--- config.mk ---
export PLATFORM = sky130hd
export DESIGN_NAME = gpio_apb_ctrl
export DESIGN_NICKNAME = d
export VERILOG_FILES = /design/src/rtl/gpio_apb_pkg.sv /design/src/rtl/gpio_sync.sv /design/src/rtl/gpio_debounce.sv /design/src/rtl/gpio_irq_core.sv /design/src/rtl/gpio_apb_ctrl.sv
export SDC_FILE = /design/constraint.sdc
export NUM_CORES = 1
export LEC_CHECK = 0
export BUFFER_PORTS_ARGS = -buffer_cell sky130_fd_sc_hd__buf_2
export CORE_MARGIN = 1
export CORE_UTILIZATION = 30
export CTS_CLUSTER_SIZE = 25
export DETAILED_ROUTE_END_ITERATION = 10
export HOLD_SLACK_MARGIN = 0.05
export PLACE_DENSITY = 0.45
export RECOVER_POWER = 25
export SLEW_MARGIN = 0
export SYNTH_ARGS = -nofsm -noshare
export SYNTH_HDL_FRONTEND = slang
export SYNTH_SLANG_ARGS = --single-unit
--- constraint.sdc ---
create_clock -name clk -period 6.7 [get_ports clk]
set_clock_uncertainty 0.15 [all_clocks]
set_input_delay 0.335 -clock clk [delete_from_list [all_inputs] [get_ports clk]]
set_output_delay 0.335 -clock clk [all_outputs]
set_load 0.02 [all_outputs]
--- src/rtl/gpio_apb_pkg.sv ---
package gpio_apb_pkg;
  localparam int ADDR_W = 7;
  localparam int PORT_STRIDE = 12;
  localparam int DIR_OFS = 4;
  localparam int EXT_BASE = 'h50;
  localparam int EXT_STRIDE = 4;
  localparam logic [ADDR_W-1:0] OFF_INT_EN   = 7'h30;
  localparam logic [ADDR_W-1:0] OFF_INT_MASK = 7'h34;
  localparam logic [ADDR_W-1:0] OFF_INT_TYPE = 7'h38;
  localparam logic [ADDR_W-1:0] OFF_INT_POL  = 7'h3C;
  localparam logic [ADDR_W-1:0] OFF_STAT     = 7'h40;
  localparam logic [ADDR_W-1:0] OFF_RAW      = 7'h44;
  localparam logic [ADDR_W-1:0] OFF_DEB      = 7'h48;
  localparam logic [ADDR_W-1:0] OFF_EOI      = 7'h4C;
endpackage

--- src/rtl/gpio_sync.sv ---
module gpio_sync #(
  parameter int W = 8
) (
  input  logic         clk,
  input  logic         rst_n,
  input  logic [W-1:0] din,
  output logic [W-1:0] dout
);
  logic [W-1:0] stage1_q, stage2_q;

  always_ff @(posedge clk or negedge rst_n) begin
    if (!rst_n) begin
      stage1_q <= '0;
      stage2_q <= '0;
    end else begin
      stage1_q <= din;
      stage2_q <= stage1_q;
    end
  end

  assign dout = stage2_q;
endmodule

--- src/rtl/gpio_debounce.sv ---
module gpio_debounce #(
  parameter int W = 8,
  parameter int CYCLES = 4
) (
  input  logic         clk,
  input  logic         rst_n,
  input  logic [W-1:0] din,
  input  logic [W-1:0] deb_en,
  output logic [W-1:0] dout
);
  localparam int CNT_W = (CYCLES > 1) ? $clog2(CYCLES) : 1;
  localparam logic [CNT_W-1:0] CNT_LAST = CNT_W'(CYCLES - 1);

  for (genvar i = 0; i < W; i++) begin : g_pin
    logic             filt_q;
    logic [CNT_W-1:0] cnt_q;

    always_ff @(posedge clk or negedge rst_n) begin
      if (!rst_n) begin
        filt_q <= 1'b0;
        cnt_q  <= '0;
      end else if (!deb_en[i] || din[i] == filt_q) begin
        filt_q <= din[i];
        cnt_q  <= '0;
      end else if (cnt_q == CNT_LAST) begin
        filt_q <= din[i];
        cnt_q  <= '0;
      end else begin
        cnt_q <= cnt_q + 1'b1;
      end
    end

    assign dout[i] = deb_en[i] ? filt_q : din[i];
  end
endmodule

--- src/rtl/gpio_irq_core.sv ---
module gpio_irq_core #(
  parameter int W = 8
) (
  input  logic         clk,
  input  logic         rst_n,
  input  logic [W-1:0] lvl,
  input  logic [W-1:0] en,
  input  logic [W-1:0] mask,
  input  logic [W-1:0] typ,
  input  logic [W-1:0] pol,
  input  logic [W-1:0] eoi,
  output logic [W-1:0] pend,
  output logic [W-1:0] raw,
  output logic [W-1:0] stat,
  output logic         irq
);
  logic [W-1:0] prev_q, pend_q, edge_hit, active;

  assign edge_hit = (pol & lvl & ~prev_q) | (~pol & ~lvl & prev_q);
  assign active   = ~(lvl ^ pol);

  always_ff @(posedge clk or negedge rst_n) begin
    if (!rst_n) begin
      prev_q <= '0;
      pend_q <= '0;
    end else begin
      prev_q <= lvl;
      pend_q <= en & ((pend_q & ~eoi) | (typ & edge_hit));
    end
  end

  assign pend = pend_q;
  assign raw  = en & ((typ & pend_q) | (~typ & active));
  assign stat = raw & ~mask;
  assign irq  = |stat;
endmodule

--- src/rtl/gpio_apb_ctrl.sv ---
module gpio_apb_ctrl
  import gpio_apb_pkg::*;
#(
  parameter int NUM_PORTS = 4,
  parameter int PORT_W = 8,
  parameter int DEB_CYCLES = 4
) (
  input  logic                        clk,
  input  logic                        rst_n,
  input  logic                        psel,
  input  logic                        penable,
  input  logic                        pwrite,
  input  logic [ADDR_W-1:0]           paddr,
  input  logic [31:0]                 pwdata,
  output logic [31:0]                 prdata,
  output logic                        pready,
  input  logic [NUM_PORTS*PORT_W-1:0] pad_in,
  output logic [NUM_PORTS*PORT_W-1:0] pad_out,
  output logic [NUM_PORTS*PORT_W-1:0] pad_oe,
  output logic                        irq_out
);
  localparam int PW = NUM_PORTS * PORT_W;

  logic              wr;
  logic [PORT_W-1:0] wdat;
  logic [PORT_W-1:0] dr_q  [NUM_PORTS];
  logic [PORT_W-1:0] ddr_q [NUM_PORTS];
  logic [PORT_W-1:0] int_en_q, int_mask_q, int_type_q, int_pol_q, deb_q;
  logic [PORT_W-1:0] eoi_bits, lvl_a, edge_pend, raw_st, mask_st;
  logic [PW-1:0]     sync_q;
  logic [31:0]       rdata;

  assign wr     = psel & penable & pwrite;
  assign wdat   = pwdata[PORT_W-1:0];
  assign pready = 1'b1;

  if (PORT_W < 32) begin : g_unused
    logic unused_hi;
    assign unused_hi = ^pwdata[31:PORT_W];
  end

  for (genvar p = 0; p < NUM_PORTS; p++) begin : g_port
    always_ff @(posedge clk or negedge rst_n) begin
      if (!rst_n) begin
        dr_q[p]  <= '0;
        ddr_q[p] <= '0;
      end else if (wr) begin
        if (paddr == ADDR_W'(p * PORT_STRIDE))           dr_q[p]  <= wdat;
        if (paddr == ADDR_W'(p * PORT_STRIDE + DIR_OFS)) ddr_q[p] <= wdat;
      end
    end
    assign pad_out[p*PORT_W +: PORT_W] = dr_q[p];
    assign pad_oe[p*PORT_W +: PORT_W]  = ddr_q[p];
  end

  always_ff @(posedge clk or negedge rst_n) begin
    if (!rst_n) begin
      int_en_q   <= '0;
      int_mask_q <= '0;
      int_type_q <= '0;
      int_pol_q  <= '0;
      deb_q      <= '0;
    end else if (wr) begin
      case (paddr)
        OFF_INT_EN:   int_en_q   <= wdat;
        OFF_INT_MASK: int_mask_q <= wdat;
        OFF_INT_TYPE: int_type_q <= wdat;
        OFF_INT_POL:  int_pol_q  <= wdat;
        OFF_DEB:      deb_q      <= wdat;
        default: ;
      endcase
    end
  end

  assign eoi_bits = (wr && paddr == OFF_EOI) ? wdat : '0;

  gpio_sync #(.W(PW)) u_sync (
    .clk(clk), .rst_n(rst_n), .din(pad_in), .dout(sync_q)
  );

  gpio_debounce #(.W(PORT_W), .CYCLES(DEB_CYCLES)) u_deb (
    .clk(clk), .rst_n(rst_n), .din(sync_q[PORT_W-1:0]), .deb_en(deb_q), .dout(lvl_a)
  );

  gpio_irq_core #(.W(PORT_W)) u_irq (
    .clk(clk), .rst_n(rst_n), .lvl(lvl_a), .en(int_en_q), .mask(int_mask_q),
    .typ(int_type_q), .pol(int_pol_q), .eoi(eoi_bits), .pend(edge_pend),
    .raw(raw_st), .stat(mask_st), .irq(irq_out)
  );

  always_comb begin
    rdata = '0;
    for (int p = 0; p < NUM_PORTS; p++) begin
      if (paddr == ADDR_W'(p * PORT_STRIDE))           rdata = 32'(dr_q[p]);
      if (paddr == ADDR_W'(p * PORT_STRIDE + DIR_OFS)) rdata = 32'(ddr_q[p]);
      if (paddr == ADDR_W'(EXT_BASE + p * EXT_STRIDE)) rdata = 32'(sync_q[p*PORT_W +: PORT_W]);
    end
    case (paddr)
      OFF_INT_EN:   rdata = 32'(int_en_q);
      OFF_INT_MASK: rdata = 32'(int_mask_q);
      OFF_INT_TYPE: rdata = 32'(int_type_q);
      OFF_INT_POL:  rdata = 32'(int_pol_q);
      OFF_STAT:     rdata = 32'(mask_st);
      OFF_RAW:      rdata = 32'(raw_st);
      OFF_DEB:      rdata = 32'(deb_q);
      default: ;
    endcase
  end

  assign prdata = rdata;
endmodule

==> results of run 1 <==
-- sequential cells by signal, indices dropped and copies added (netlist names) --
register	count
pad_oe	32
pad_out	32
u_sync.dout	32
u_sync.stage1_q	32
u_deb.g_pin.cnt_q	16
deb_q	8
int_en_q	8
int_mask_q	8
int_pol_q	8
int_type_q	8
u_deb.g_pin.filt_q	8
u_irq.pend	8
u_irq.prev_q	8
-- synthesized netlist by cell type, types with 16 or more instances --
cell type | instances | area share [%]
buf_4 | 30 | 2.3
nor2_1 | 28 | 1.1
a22oi_1 | 16 | 1.2
dfrtp_1 | 208 | 53
nand3_1 | 23 | 1.2
a21oi_1 | 33 | 1.7
nor3_1 | 30 | 1.5
nand2_1 | 90 | 3.4
mux2_2 | 69 | 7.9
buf_2 | 20 | 1.0
inv_1 | 29 | 1.1
o21ai_0 | 86 | 4.4
ha_1 | 24 | 3.0
-- cell type report --
type / instances / area [sq um] / share of cell area (%)
Sequential cell: 208 / 5200 / 43.6
Timing Repair Buffer: 170 / 1060 / 8.90
Clock inverter: 12 / 169 / 1.41
Clock buffer: 32 / 662 / 5.54
Multi-Input combinational cell: 614 / 4180 / 35.0
Inverter: 30 / 113 / 0.943
Tap cell: 442 / 553 / 4.63
-- timing repair --
item	CTS	global route
setup buffers	0	0
setup endpoints to repair	0	0
endpoints found under the hold margin	107	0
hold buffers	41	0
resized for setup	0	0
-- layout by cell type, fill, tap and decap left out, types with 28 or more instances in the layout --
cell type | synthesis | routed
a21oi_1 | 33 | 33
buf_2 | 20 | 119
dfrtp_1 | 208 | 208
dlygate4sd3_1 | 0 | 41
inv_1 | 29 | 29
mux2_2 | 69 | 69
nand2_1 | 90 | 90
nor2_1 | 28 | 28
nor3_1 | 30 | 30
o21ai_0 | 86 | 86
-- logic make-up after synthesis --
| group | count (synthesis) | synth area share [%] |
|---|---|---|
| XOR/XNOR | 9 | 0.798 |
| AND/OR/NAND/NOR | 255 | 13.8 |
| AO/OA/AOI/OAI | 220 | 14.5 |
| buffers and inverters | 101 | 5.92 |
| other | 2 | 0.0761 |
| adder cells (fa/ha/maj) | 24 | 3.04 |
| flip-flops | 208 | 52.7 |
| multiplexers | 81 | 9.10 |
-- through the flow --
stage / setup slack (ns) / cell area (sq um) / utilization, % / total power, uW
final: 2.50 / 11900 / 36.8 / 3010
after CTS: 2.97 / 12000 / 36.8 / 3050
after global placement: 3.09 / 10700 / 33.0 / 1630
after global routing: 1.75 / 11900 / 36.8 / 3130
after floorplan: 3.93 / 9960 / - / 1520
after detailed placement: 3.07 / 10700 / 33.0 / 1630
-- per-layer routing --
| layer | share of wire, % | routed length (microns) |
|---|---|---|
| met1 | 46 | 14300 |
| met2 | 47 | 14600 |
| met3 | 5.5 | 1710 |
| met4 | 2.2 | 682 |
| met5 | 0 | 0 |
-- worst min-delay path by stage --
stage | slack (ns) | depth (start not counted) | to | start
after floorplan | -0.11 | 0 | deb_q[0] | rst_n
after global placement | 0.18 | 1 | u_sync.dout[3] | rst_n
after detailed placement | 0.18 | 1 | u_sync.dout[3] | rst_n
after CTS | 0.20 | 0 | u_sync.dout[30] | u_sync.stage1_q[30]
after global routing | 0.20 | 0 | u_sync.dout[30] | u_sync.stage1_q[30]
final | 0.20 | 0 | u_sync.dout[1] | u_sync.stage1_q[1]
-- power groups by stage --
stage	Combinational [uW]	Sequential (uW)	Clock (uW)
after floorplan	156	1370	0
after global placement	259	1370	0
after detailed placement	261	1370	0
after CTS	280	1350	1420
after global routing	306	1350	1470
final	277	1350	1390
==> results.md, run 1 <==
- Status: finished, violations left
- Failing checks: capacitance limit, slew limit
- Maxcap violations: 1
- Setup Viol. Count Final: 0
- Layout cells sized above 1: 24.6%
- Endpoints failing hold: 0
- Die width: 183 microns
- Clock latency on the worst-skew pair: 0.52 ns
- Class of the most critical setup path: in2async
- Worst min path class: reg2reg
- Drt via density: 4.97
- Routed via count: 7,500
- Final TNS setup: 0 ns
- HPWL after DPL: 22.0 mm
- Area growth syn-to-layout: 21.0%
- Unrepaired setup endpoints after global routing: no
- Met1 Usage GRT: a little over a quarter
- Gr busiest metal: met2
- Largest net degree at the start of global routing: just under 80
- Core area: 0.0325 sq mm
- Post-Syn Area: between 0.009 and 0.01 sq mm
- Slowest stage delay, CP: between 2 and 3 ns
- Met2 Resource Use GR: between 20% and 30%
- CTS H-tree lvls: 1
- Reg power frac: 44.8%
- CTS Buffer Depth: 3
- CP Data Arrival Time: between 4 and 5 ns
- Synth Flop Type: dfrtp_1
- Port-buffer cells: 124
- R2r startpoint: deb_q[1]
- CP Max Fanout: 77
- Pwr dens: 252 mW/mm^2
- Post-layout min period: between 4 and 5 ns
- Antenna Cells: 0
- Ys Warns: 0
- Seq/Total Area, Yosys: 52.7%
- Syn_area_per_cell: 11.0 sq um
- Slowest cell on the critical path: clkbuf_1
- Post-synth ARST share: 100%
- Starting Density: approximately 30%
- Initial antenna violation count: 2
- CTS sink count: 208
- Dominant delay contributor by cell family on the critical path: buffers and inverters
- Filler Cells Inserted: ~3,300
- Gpl congestion: 0.873
- DRT antenna net count: 0
- Clock Power Share: approximately 46%
- Net Sw Frac: 25.1%
- Fin. max-slew vios: 61
- Worst R2R Path Depth: 6
- IR Drop Worst-Case VDD: 0.139 mV
- Overflow after GRT: 0
- Worst Tran Pin Value: 3.64 ns
- Buf+Inv Stages, Crit Path: 3
- FF+latch count, synth: 208
- Highest clock rate: 238 MHz
- Crit end category: async pin
- Worst R2R End: u_irq.pend[1]
- Comb pwr share: a little under a tenth
- Crit path depth: 3
- Global-route wire length before repair: 46.9 mm
- # IOs: 174
- Global Route met3 Usage: 3.12%
- Internal power: ~2300 uW
- Routed WL per cell: between 20 and 25 microns
- Clock-pin slew on the worst setup and hold paths: roughly 0.060 ns
- GRT Total Usage: 18.8%
- Last element of the critical path: pad_out[17]
- Critical Path, Cell by Cell: dlygate4sd3_1 -> clkbuf_1 -> buf_4
- Critical path startpoint category: primary input
- Synth unique cells: 78
- Relative slew slack: -143%
- # rows: 66
- Die area: between 0.03 and 0.04 sq mm
- Net Sw Power: roughly 760 uW
- Die H: approximately 180 microns
- Post-synth EDFFs: 0
- Final hold slack: 0.195 ns
- Vias in the first global route: 7,250
- Initial DRT Pass Iterations: 5
- Fin crit share: about 63%
- Reg2Reg Setup Slack: 4.96 ns
- Fin nets: 1,149
- CP Data Required Time: 7.06 ns
- Cts bufs inserted: 25
- CTS Root Cell: clkbuf_16
- CTS tree: yes
- Non-Filler Instances: 1,508
- Mapped Cells: 900
- Drt initial violations: 496
- Placed insts: 1,423
- DR DRC count: 0
- DRT Wirelength: 31.3 mm
- LEAKAGE: ~0.0055 uW
- Setup crit start: rst_n
No activity file was read; power rests on OpenSTA's default activity.
==> run 2, diff against run 1 <==
--- a/config.mk
+++ b/config.mk
@@ -5,13 +5,14 @@
 export SDC_FILE = /design/constraint.sdc
 export NUM_CORES = 1
 export LEC_CHECK = 0
+export ABC_AREA = 1
 export BUFFER_PORTS_ARGS = -buffer_cell sky130_fd_sc_hd__buf_2
 export CORE_MARGIN = 1
 export CORE_UTILIZATION = 30
 export CTS_CLUSTER_SIZE = 25
 export DETAILED_ROUTE_END_ITERATION = 10
 export HOLD_SLACK_MARGIN = 0.05
-export PLACE_DENSITY = 0.45
+export PLACE_DENSITY = 0.47
 export RECOVER_POWER = 25
 export SLEW_MARGIN = 0
 export SYNTH_ARGS = -nofsm -noshare
==> constraint.sdc (replaced) <==
create_clock -name clk -period 3.6 [get_ports clk]
set_clock_uncertainty 0.15 [all_clocks]
set_input_delay 0.18 -clock clk [delete_from_list [all_inputs] [get_ports clk]]
set_output_delay 0.18 -clock clk [all_outputs]
set_load 0.02 [all_outputs]
==> run 2 against run 1 <==
  * The flow still finishes with violations (capacitance limit, slew limit)
  * Sequential power increased by 83%
  * Die area decreased by 6.2%
  * Setup slack got worse by 2.1 ns
  * Register-to-register slack got worse by 3.0 ns
  * Final area decreased by 5.3%
  * First-iteration DRC count decreased by 17%
  * Sequential share of layout area increased by 2.4 points
  * Via count decreased by 4.2%
  * Critical path type is now reg2out
==> results.md, run 2 <==
- Unrepaired setup endpoints after global routing: no (unchanged)
- Post-layout min period: ~3.2 ns
- Port-buffer cells: 124 (unchanged)
- Hold Path Stages: 3 (was 0)
- Vias in the first global route: 7,036 (was 7,250)
- Top post-synthesis cells by area: dfrtp_1, nand2_1, o21ai_0 (was dfrtp_1, mux2_2, o21ai_0)
- Post-synth ARST share: 100% (unchanged)
- Register area: 0.00520 sq mm (unchanged)
- Crit path depth: 12 (was 3)
- Drt via density: 4.47 (was 4.97)
- Die width: 178 microns (was 183 microns)
- Post-Syn Area: 0.00926 sq mm (was 0.00987 sq mm)
- Ys Warns: 0 (unchanged)
- Final TNS setup: 0 ns (unchanged)
- Leading cell types in the layout, fill and taps excluded: nand2_1, dfrtp_1, o21ai_0 (was dfrtp_1, buf_2, nand2_1)
- DR DRC count: 0 (unchanged)
- Placed insts: 1,528 (was 1,423)
- Layout Utilization: 37.7% (was 36.8%)
- FF+latch count, synth: 208 (unchanged)
- Largest net degree at the start of global routing: 92 (was 78)
- Gpl congestion: 0.825 (was 0.873)
- Synth Flop Type: dfrtp_1 (unchanged)
- Layout Cell Area excl Fill: 0.0113 sq mm (was 0.0119 sq mm)
- Seq/Total Area, Yosys: 56.2% (was 52.7%)
- Setup bufs post-CTS: 0 (unchanged)
- Core area: 0.0300 sq mm (was 0.0325 sq mm)
- Post-synth top cells: nand2_1, dfrtp_1, o21ai_0 (was dfrtp_1, nand2_1, o21ai_0)
- Filler Cells Inserted: 3,081 (was 3,274)
- CTS tree: yes (unchanged)
- Critical Path, Cell by Cell: inv_1 -> or2_2 -> o21ai_0 -> ha_1 -> nor2_1 -> a21oi_1 -> nor2_1 -> nand2_1 -> o22ai_1 -> nor4_1 -> nand3_1 -> buf_2 (was dlygate4sd3_1 -> clkbuf_1 -> buf_4)
- Fin nets: 1,297 (was 1,149)
- Net Sw Power: 1230 uW (was 758 uW)
- Fin crit share: approximately 88%
- Pwr dens: 467 mW/mm^2 (was 252 mW/mm^2)
- Die area: 0.0316 sq mm (was 0.0336 sq mm)
- Slowest stage delay, CP: 0.51 ns (was 2.54 ns)
- Clock-pin slew on the worst setup and hold paths: 0.06 ns (about the same)
- Net Sw Frac: 23.3% (was 25.1%)
- Placed Area: 0.0102 sq mm (was 0.0107 sq mm)
- Global-route wire length before repair: 41.0 mm (was 46.9 mm)
- CP Max Fanout: 4 (was 77)
- Total power: 5280 uW (was 3010 uW)
- Routed WL per cell: 16.3 microns (was 20.8 microns)
- CP Data Required Time: 3.27 ns (was 7.06 ns)
- CTS H-tree lvls: 1 (unchanged)
- Comb pwr share: 6.4% (was 9.2%)
- # rows: 63 (was 66)
- Post-synth top area share: 56.2% (was 52.7%)
- Die H: 178 microns (was 183 microns)
- Setup Viol. Count Final: 0 (unchanged)
- Commonest non-fill, non-tap cell in the layout: nand2_1 (was dfrtp_1)
- LEAKAGE: 0.00554 uW (was 0.00547 uW)
- Post-synth EDFFs: 0 (unchanged)
- Area leader, netlist: dfrtp_1 (unchanged)
- Cell with the most instances after synthesis: nand2_1 (was dfrtp_1)
- Drt initial violations: 410 (was 496)
- IR Drop Worst-Case VDD: 0.305 mV (was 0.139 mV)
- DRT antenna net count: 0 (unchanged)
- CTS Buffer Depth: 3 (unchanged)
- Slowest cell on the critical path: nor4_1 (was clkbuf_1)
- Failing checks: capacitance limit, slew limit (unchanged)
- Clock latency on the worst-skew pair: 0.52 ns (about the same)
- Endpoints failing hold: 0 (unchanged)
- Layout cells sized above 1: 16.9% (was 24.6%)
- Mapped Cells: 1,036 (was 900)
- Initial DRT Pass Iterations: 4 (was 5)
- Crit end category: output port (was async pin)
- Fin. max-slew vios: 91 (was 61)
- Initial antenna violation count: 4 (was 2)
- Worst R2R Path Depth: 7 (was 6)
- Clock Power Share: 46.9% (was 46.1%)
- Overflow after GRT: 0 (unchanged)
- Status: finished, violations left (unchanged)
- DRT Wirelength: 26.2 mm (was 31.3 mm)
- CTS Hold Bufs: 33 (was 41)
- Synth unique cells: 34 (was 78)
- Area of the multi-input gates: 0.00331 sq mm (was 0.00418 sq mm)
- Dominant delay contributor by cell family on the critical path: simple AND/OR/NAND/NOR gates (was buffers and inverters)
- CTS sink count: 208 (unchanged)
- CP Data Arrival Time: 2.82 ns (was 4.56 ns)
- Internal power: 4050 uW (was 2250 uW)
- Routed via count: 7,186 (was 7,500)
- Starting Density: 30.8% (was 30.4%)
- Worst min path class: in2reg (was reg2reg)
- Cell mode on critical path: nor2_1
- Class of the most critical setup path: reg2out (was in2async)
- Cts bufs inserted: 24 (was 25)
- Highest clock rate: 317 MHz
- Non-Filler Instances: 1,606 (was 1,508)
- CTS Root Cell: clkbuf_16 (unchanged)
- Post-CTS resize count: 0 (unchanged)
- HPWL after DPL: 18.6 mm (was 22.0 mm)
- Relative slew slack: -58.1% (was -143%)
- Worst Tran Pin Value: 2.37 ns (was 3.64 ns)
- Buf+Inv Stages, Crit Path: 2 (was 3)
- Area growth syn-to-layout: 22.2% (was 21.0%)
- GRT Total Usage: 17.1% (was 18.8%)
- Critical path startpoint category: flop (was primary input)
- Syn_area_per_cell: 8.93 sq um (was 11.0 sq um)
- Reg power frac: 46.7% (was 44.8%)
- Maxcap violations: 1 (unchanged)
- # IOs: 174 (unchanged)
[run 2: stage by stage]
stage                     hold slack [ns]  setup slack [ns]
after floorplan                    -0.266              1.57
after global placement              0.120              1.01
after detailed placement            0.111              1.02
after CTS                           0.109             0.448
after global routing                0.132             0.246
final                              0.0989             0.445
[run 2: final cells by class]
class,instances,area share (%)
Sequential cell,208,46.0
Clock inverter,4,0.620
Tap cell,390,4.32
Timing Repair Buffer,165,9.05
Antenna cell,3,0.0664
Clock buffer,38,6.49
Inverter,126,4.18
Multi-Input combinational cell,672,29.2
[run 2: logic make-up after synthesis]
| kind of cell | after synthesis | share of synthesized area, % |
|---|---|---|
| other cells | 2 | 0.0811 |
| compound gates | 197 | 11.2 |
| buf+inv | 179 | 8.98 |
| fa+ha+maj | 24 | 3.24 |
| simple gates | 426 | 20.3 |
| flops | 208 | 56.2 |
[run 2: power groups by stage]
stage	sequential, uW	combinational (uW)	clock (uW)
global placement	2510	319	0
finish	2470	340	2470
CTS	2470	351	2540
global route	2480	386	2620
floorplan	2520	157	0
detailed placement	2510	322	0
[run 2: tightest hold or removal path: stages]
cell     delay (ns)
buf_2          0.08
inv_1          0.24
o21ai_1        0.22
[run 2: per-layer routing]
layer | vias to the layer above | GRT usage [%] | wire length, microns
li1 | 3607 | - | -
met1 | 3362 | 23.6 | 12400
met2 | 178 | 27.4 | 11900
met3 | 37 | 3.00 | 1220
met4 | 2 | 5.02 | 556
met5 | - | 0 | 13
[run 2: worst paths after layout]
kind	endpoint	slack, ns	start
max	prdata[5]	0.45	deb_q[5]
min	int_pol_q[2]	0.1	pwdata[2]
max reg2reg	u_irq.pend[0]	1.92	deb_q[0]
min reg2reg	u_sync.dout[1]	0.20	u_sync.stage1_q[1]
max in group asynchronous	u_deb.g_pin[3].cnt_q[0]	1.11	rst_n
min in group asynchronous	u_sync.stage1_q[5]	0.79	rst_n
==> run 3, diff against run 2 <==
--- a/config.mk
+++ b/config.mk
@@ -7,6 +7,7 @@
 export LEC_CHECK = 0
 export ABC_AREA = 1
 export BUFFER_PORTS_ARGS = -buffer_cell sky130_fd_sc_hd__buf_2
+export CAP_MARGIN = 20
 export CORE_MARGIN = 1
 export CORE_UTILIZATION = 30
 export CTS_CLUSTER_SIZE = 25
@@ -17,4 +18,5 @@
 export SLEW_MARGIN = 0
 export SYNTH_ARGS = -nofsm -noshare
 export SYNTH_HDL_FRONTEND = slang
+export SYNTH_HIERARCHICAL = 1
 export SYNTH_SLANG_ARGS = --single-unit
==> run 3 against run 2 <==
  * The flow still finishes with violations (capacitance limit, slew limit)
  * Utilization is 0.72 points lower
  * Sequential cell count is the same
  * Synthesized area is 4.5% higher
  * Via count increased by 3.8%
  * Setup slack lost 0.18 ns
  * Critical path depth fell by 1
  * Total power rose by 1.1%
  * Synthesized cell count increased by 4.3%
  * Largest power group is now clock
  * Die area grew 4.5%
  * Largest cell class unchanged
  * Register-to-register slack got worse by 0.02 ns
  * Combinational power is 3% higher
==> results.md, run 3 <==
- Status: finished, violations left (unchanged)
- Failing checks: capacitance limit, slew limit (unchanged)
- Ys Warns: 6 (was 0)
- Post-synth ARST share: 100% (unchanged)
- Layout cells sized above 1: 20.0% (was 16.9%)
- Comb pwr share: 6.5% (was 6.4%)
- Critical path startpoint category: flop (unchanged)
- Worst R2R Path Depth: 7 (unchanged)
- Unrepaired setup endpoints after global routing: no (unchanged)
- Slowest stage delay, CP: 0.59 ns (was 0.51 ns)
- Crit path depth: 11 (was 12)
- CTS tree: yes (unchanged)
- Routed WL per cell: 16.1 microns (was 16.3 microns)
- Syn_area_per_cell: 8.95 sq um (was 8.93 sq um)
- Area growth syn-to-layout: 20.8% (was 22.2%)
- Top post-synthesis cells by area: dfrtp_1, nand2_1, o21ai_0 (unchanged)
- R2r startpoint: u_sync/dout[3] (was deb_q[0])
- Clock latency on the worst-skew pair: 0.51 ns (was 0.52 ns)
- Post-CTS resize count: 0 (unchanged)
- Net Sw Power: 1300 uW (was 1230 uW)
- # IOs: 174 (unchanged)
- Net Sw Frac: 24.3% (was 23.3%)
- Reg2Reg Setup Slack: 1.90 ns (was 1.92 ns)
- Core area: 0.0316 sq mm (was 0.0300 sq mm)
- Clock Power Share: 47.0% (was 46.9%)
- Relative slew slack: -76.1% (was -58.1%)
- Drt initial violations: 419 (was 410)
- Cell with the most instances after synthesis: nand2_1 (unchanged)
- Worst Tran Pin Value: 2.64 ns (was 2.37 ns)
- CP Data Required Time: 3.27 ns (about the same)
- Dominant delay contributor by cell family on the critical path: compound AO/OA/AOI/OAI gates (was simple AND/OR/NAND/NOR gates)
- Die H: 182 microns (was 178 microns)
- Initial antenna violation count: 4 (unchanged)
- Layout Utilization: 36.9% (was 37.7%)
- CP Max Fanout: 5 (was 4)
- Post-synth top cells: nand2_1, dfrtp_1, inv_1 (was nand2_1, dfrtp_1, o21ai_0)
- # rows: 65 (was 63)
- Last element of the critical path: prdata[2] (was prdata[5])
- Largest net degree at the start of global routing: 104 (was 92)
- Area leader, netlist: dfrtp_1 (unchanged)
- FF+latch count, synth: 208 (unchanged)
- Starting Density: 30.6% (was 30.8%)
- GRT Total Usage: 16.6% (was 17.1%)
- Area of the multi-input gates: 0.00363 sq mm (was 0.00331 sq mm)
- Class of the most critical setup path: reg2out (unchanged)
- Filler Cells Inserted: 3,213 (was 3,081)
- LEAKAGE: 0.00592 uW (was 0.00554 uW)
- CTS Buffer Depth: 3 (unchanged)
- Critical Path, Cell by Cell: inv_1 -> o21ai_0 -> inv_1 -> ha_1 -> o21ai_1 -> and2_1 -> nand2_1 -> nand4_1 -> a211oi_1 -> nand3_1 -> buf_2 (was inv_1 -> or2_2 -> o21ai_0 -> ha_1 -> nor2_1 -> a21oi_1 -> nor2_1 -> nand2_1 -> o22ai_1 -> nor4_1 -> nand3_1 -> buf_2)
- Fin. max-slew vios: 104 (was 91)
- Post-synth top area share: 53.8% (was 56.2%)
- DRT Wirelength: 26.7 mm (was 26.2 mm)
- CTS H-tree lvls: 1 (unchanged)
- Seq/Total Area, Yosys: 53.8% (was 56.2%)
- DR DRC count: 0 (unchanged)
- Clock-pin slew on the worst setup and hold paths: 0.06 ns (about the same)
- Vias in the first global route: 7,281 (was 7,036)
- Fin nets: 1,340 (was 1,297)
- Port-buffer cells: 124 (unchanged)
- Maxcap violations: 1 (unchanged)
- Setup crit start: u_sync/dout[2] (was deb_q[5])
- Die area: 0.0330 sq mm (was 0.0316 sq mm)
- HPWL after DPL: 18.6 mm (about the same)
- Register area: 0.00520 sq mm (unchanged)
- Post-Syn Area: 0.00968 sq mm (was 0.00926 sq mm)
- Crit end category: output port (unchanged)
- Internal power: 4040 uW (was 4050 uW)
- Leading cell types in the layout, fill and taps excluded: nand2_1, dfrtp_1, inv_1 (was nand2_1, dfrtp_1, o21ai_0)
- Die width: 182 microns (was 178 microns)
- Mapped Cells: 1,081 (was 1,036)
- Reg power frac: 46.4% (was 46.7%)
- Endpoints failing hold: 0 (unchanged)
- Worst min path class: in2reg (unchanged)
- Pwr dens: 457 mW/mm^2 (was 467 mW/mm^2)
- CP Data Arrival Time: 3.00 ns (was 2.82 ns)
- Post-layout min period: 3.33 ns (was 3.15 ns)
- DRT antenna net count: 0 (unchanged)
- Post-route setup slack: 0.270 ns (was 0.445 ns)
- Final TNS setup: 0 ns (unchanged)
- Fin crit share: 92.5% (was 87.6%)
- Total power: 5340 uW (was 5280 uW)
- Worst R2R End: u_irq/pend[3] (was u_irq.pend[0])
- Drt via density: 4.49 (was 4.47)
- CTS Root Cell: clkbuf_16 (unchanged)
- Cell mode on critical path: inv_1 (was nor2_1)
- Cts bufs inserted: 25 (was 24)
- Highest clock rate: 300 MHz (was 317 MHz)
- IR Drop Worst-Case VDD: 0.296 mV (was 0.305 mV)
- Synth Flop Type: dfrtp_1 (unchanged)
- Initial DRT Pass Iterations: 6 (was 4)
- Synth unique cells: 36 (was 34)
- Post-synth EDFFs: 0 (unchanged)
- CTS sink count: 208 (unchanged)
- Overflow after GRT: 0 (unchanged)
- Slowest cell on the critical path: a211oi_1 (was nor4_1)
- Global-route wire length before repair: 41.9 mm (was 41.0 mm)
- Routed via count: 7,461 (was 7,186)
- Gpl congestion: 0.817 (was 0.825)
- Setup Viol. Count Final: 0 (unchanged)
- Commonest non-fill, non-tap cell in the layout: nand2_1 (unchanged)
- Buf+Inv Stages, Crit Path: 3 (was 2)
- Place WS: 0.860 ns (was 1.02 ns)
[run 3: how the worst min path moves through the flow]
stage | slack (ns) | cells after the start | start | to
after global routing | 0.12 | 3 | pwdata[6] | int_mask_q[6]
after global placement | 0.14 | 1 | pad_in[22] | u_sync/stage1_q[22]
after CTS | 0.08 | 3 | pwdata[4] | int_mask_q[4]
after detailed placement | 0.14 | 1 | pad_in[22] | u_sync/stage1_q[22]
after floorplan | -0.27 | 0 | rst_n | deb_q[0]
final | 0.09 | 3 | pwdata[4] | int_mask_q[4]
[run 3: what timing repair did]
action                                 in CTS  in global routing
hold buffers                               33                  0
setup buffers                               0                  0
endpoints found under the hold margin     131                  0
[run 3: area by class of cell]
class,instances,area share [%]
clock buffer,33,6.04
sequential,208,44.5
tap,402,4.30
antenna,1,0.0214
inverter,143,4.60
clock inverter,11,0.975
timing repair buffer,162,8.42
multi-input combinational,700,31.1
[run 3: logic make-up (layout without fill, tap and decap cells)]
family	count (synthesis)	after routing	synth area share (%)
buf+inv	196	349	9.56
fa+ha+maj	24	24	3.10
other cells	2	26	0.0776
simple gates	477	477	23.4
flops	208	208	53.8
compound gates	174	174	10.1
[run 3: power by group through the flow]
stage | Sequential (uW) | Combinational (uW) | Clock, uW
after floorplan | 2530 | 174 | 0
after global placement | 2520 | 329 | 0
after detailed placement | 2520 | 333 | 0
after CTS | 2480 | 361 | 2590
after global routing | 2490 | 395 | 2680
final | 2480 | 350 | 2510
[run 3: routing by layer]
layer	GRT usage (%)	share of wire (%)
met3	3.23	6.3
met2	25.2	44
met4	5.05	2.5
met1	23.7	47
met5	0	0.086
[run 3: metrics by stage]
| stage | hold slack [ns] | cell area, sq um | cells |
|---|---|---|---|
| 2_1_floorplan | -0.266 | 9760 | 1104 |
| 3_3_place_gp | 0.139 | 10500 | 1582 |
| 3_5_place_dp | 0.139 | 10500 | 1582 |
| 4_1_cts | 0.0780 | 11700 | 1659 |
| 5_1_grt | 0.124 | 11700 | 1659 |
| 6_report | 0.0932 | 11700 | 1660 |
[run 3: worst reg2reg max path: cells and delay by family, from the launching register on]
kind	cells	cell delay (ns)
compound gates	3	0.60
buf+inv	3	0.20
flops	1	0.43
fa+ha+maj	1	0.20
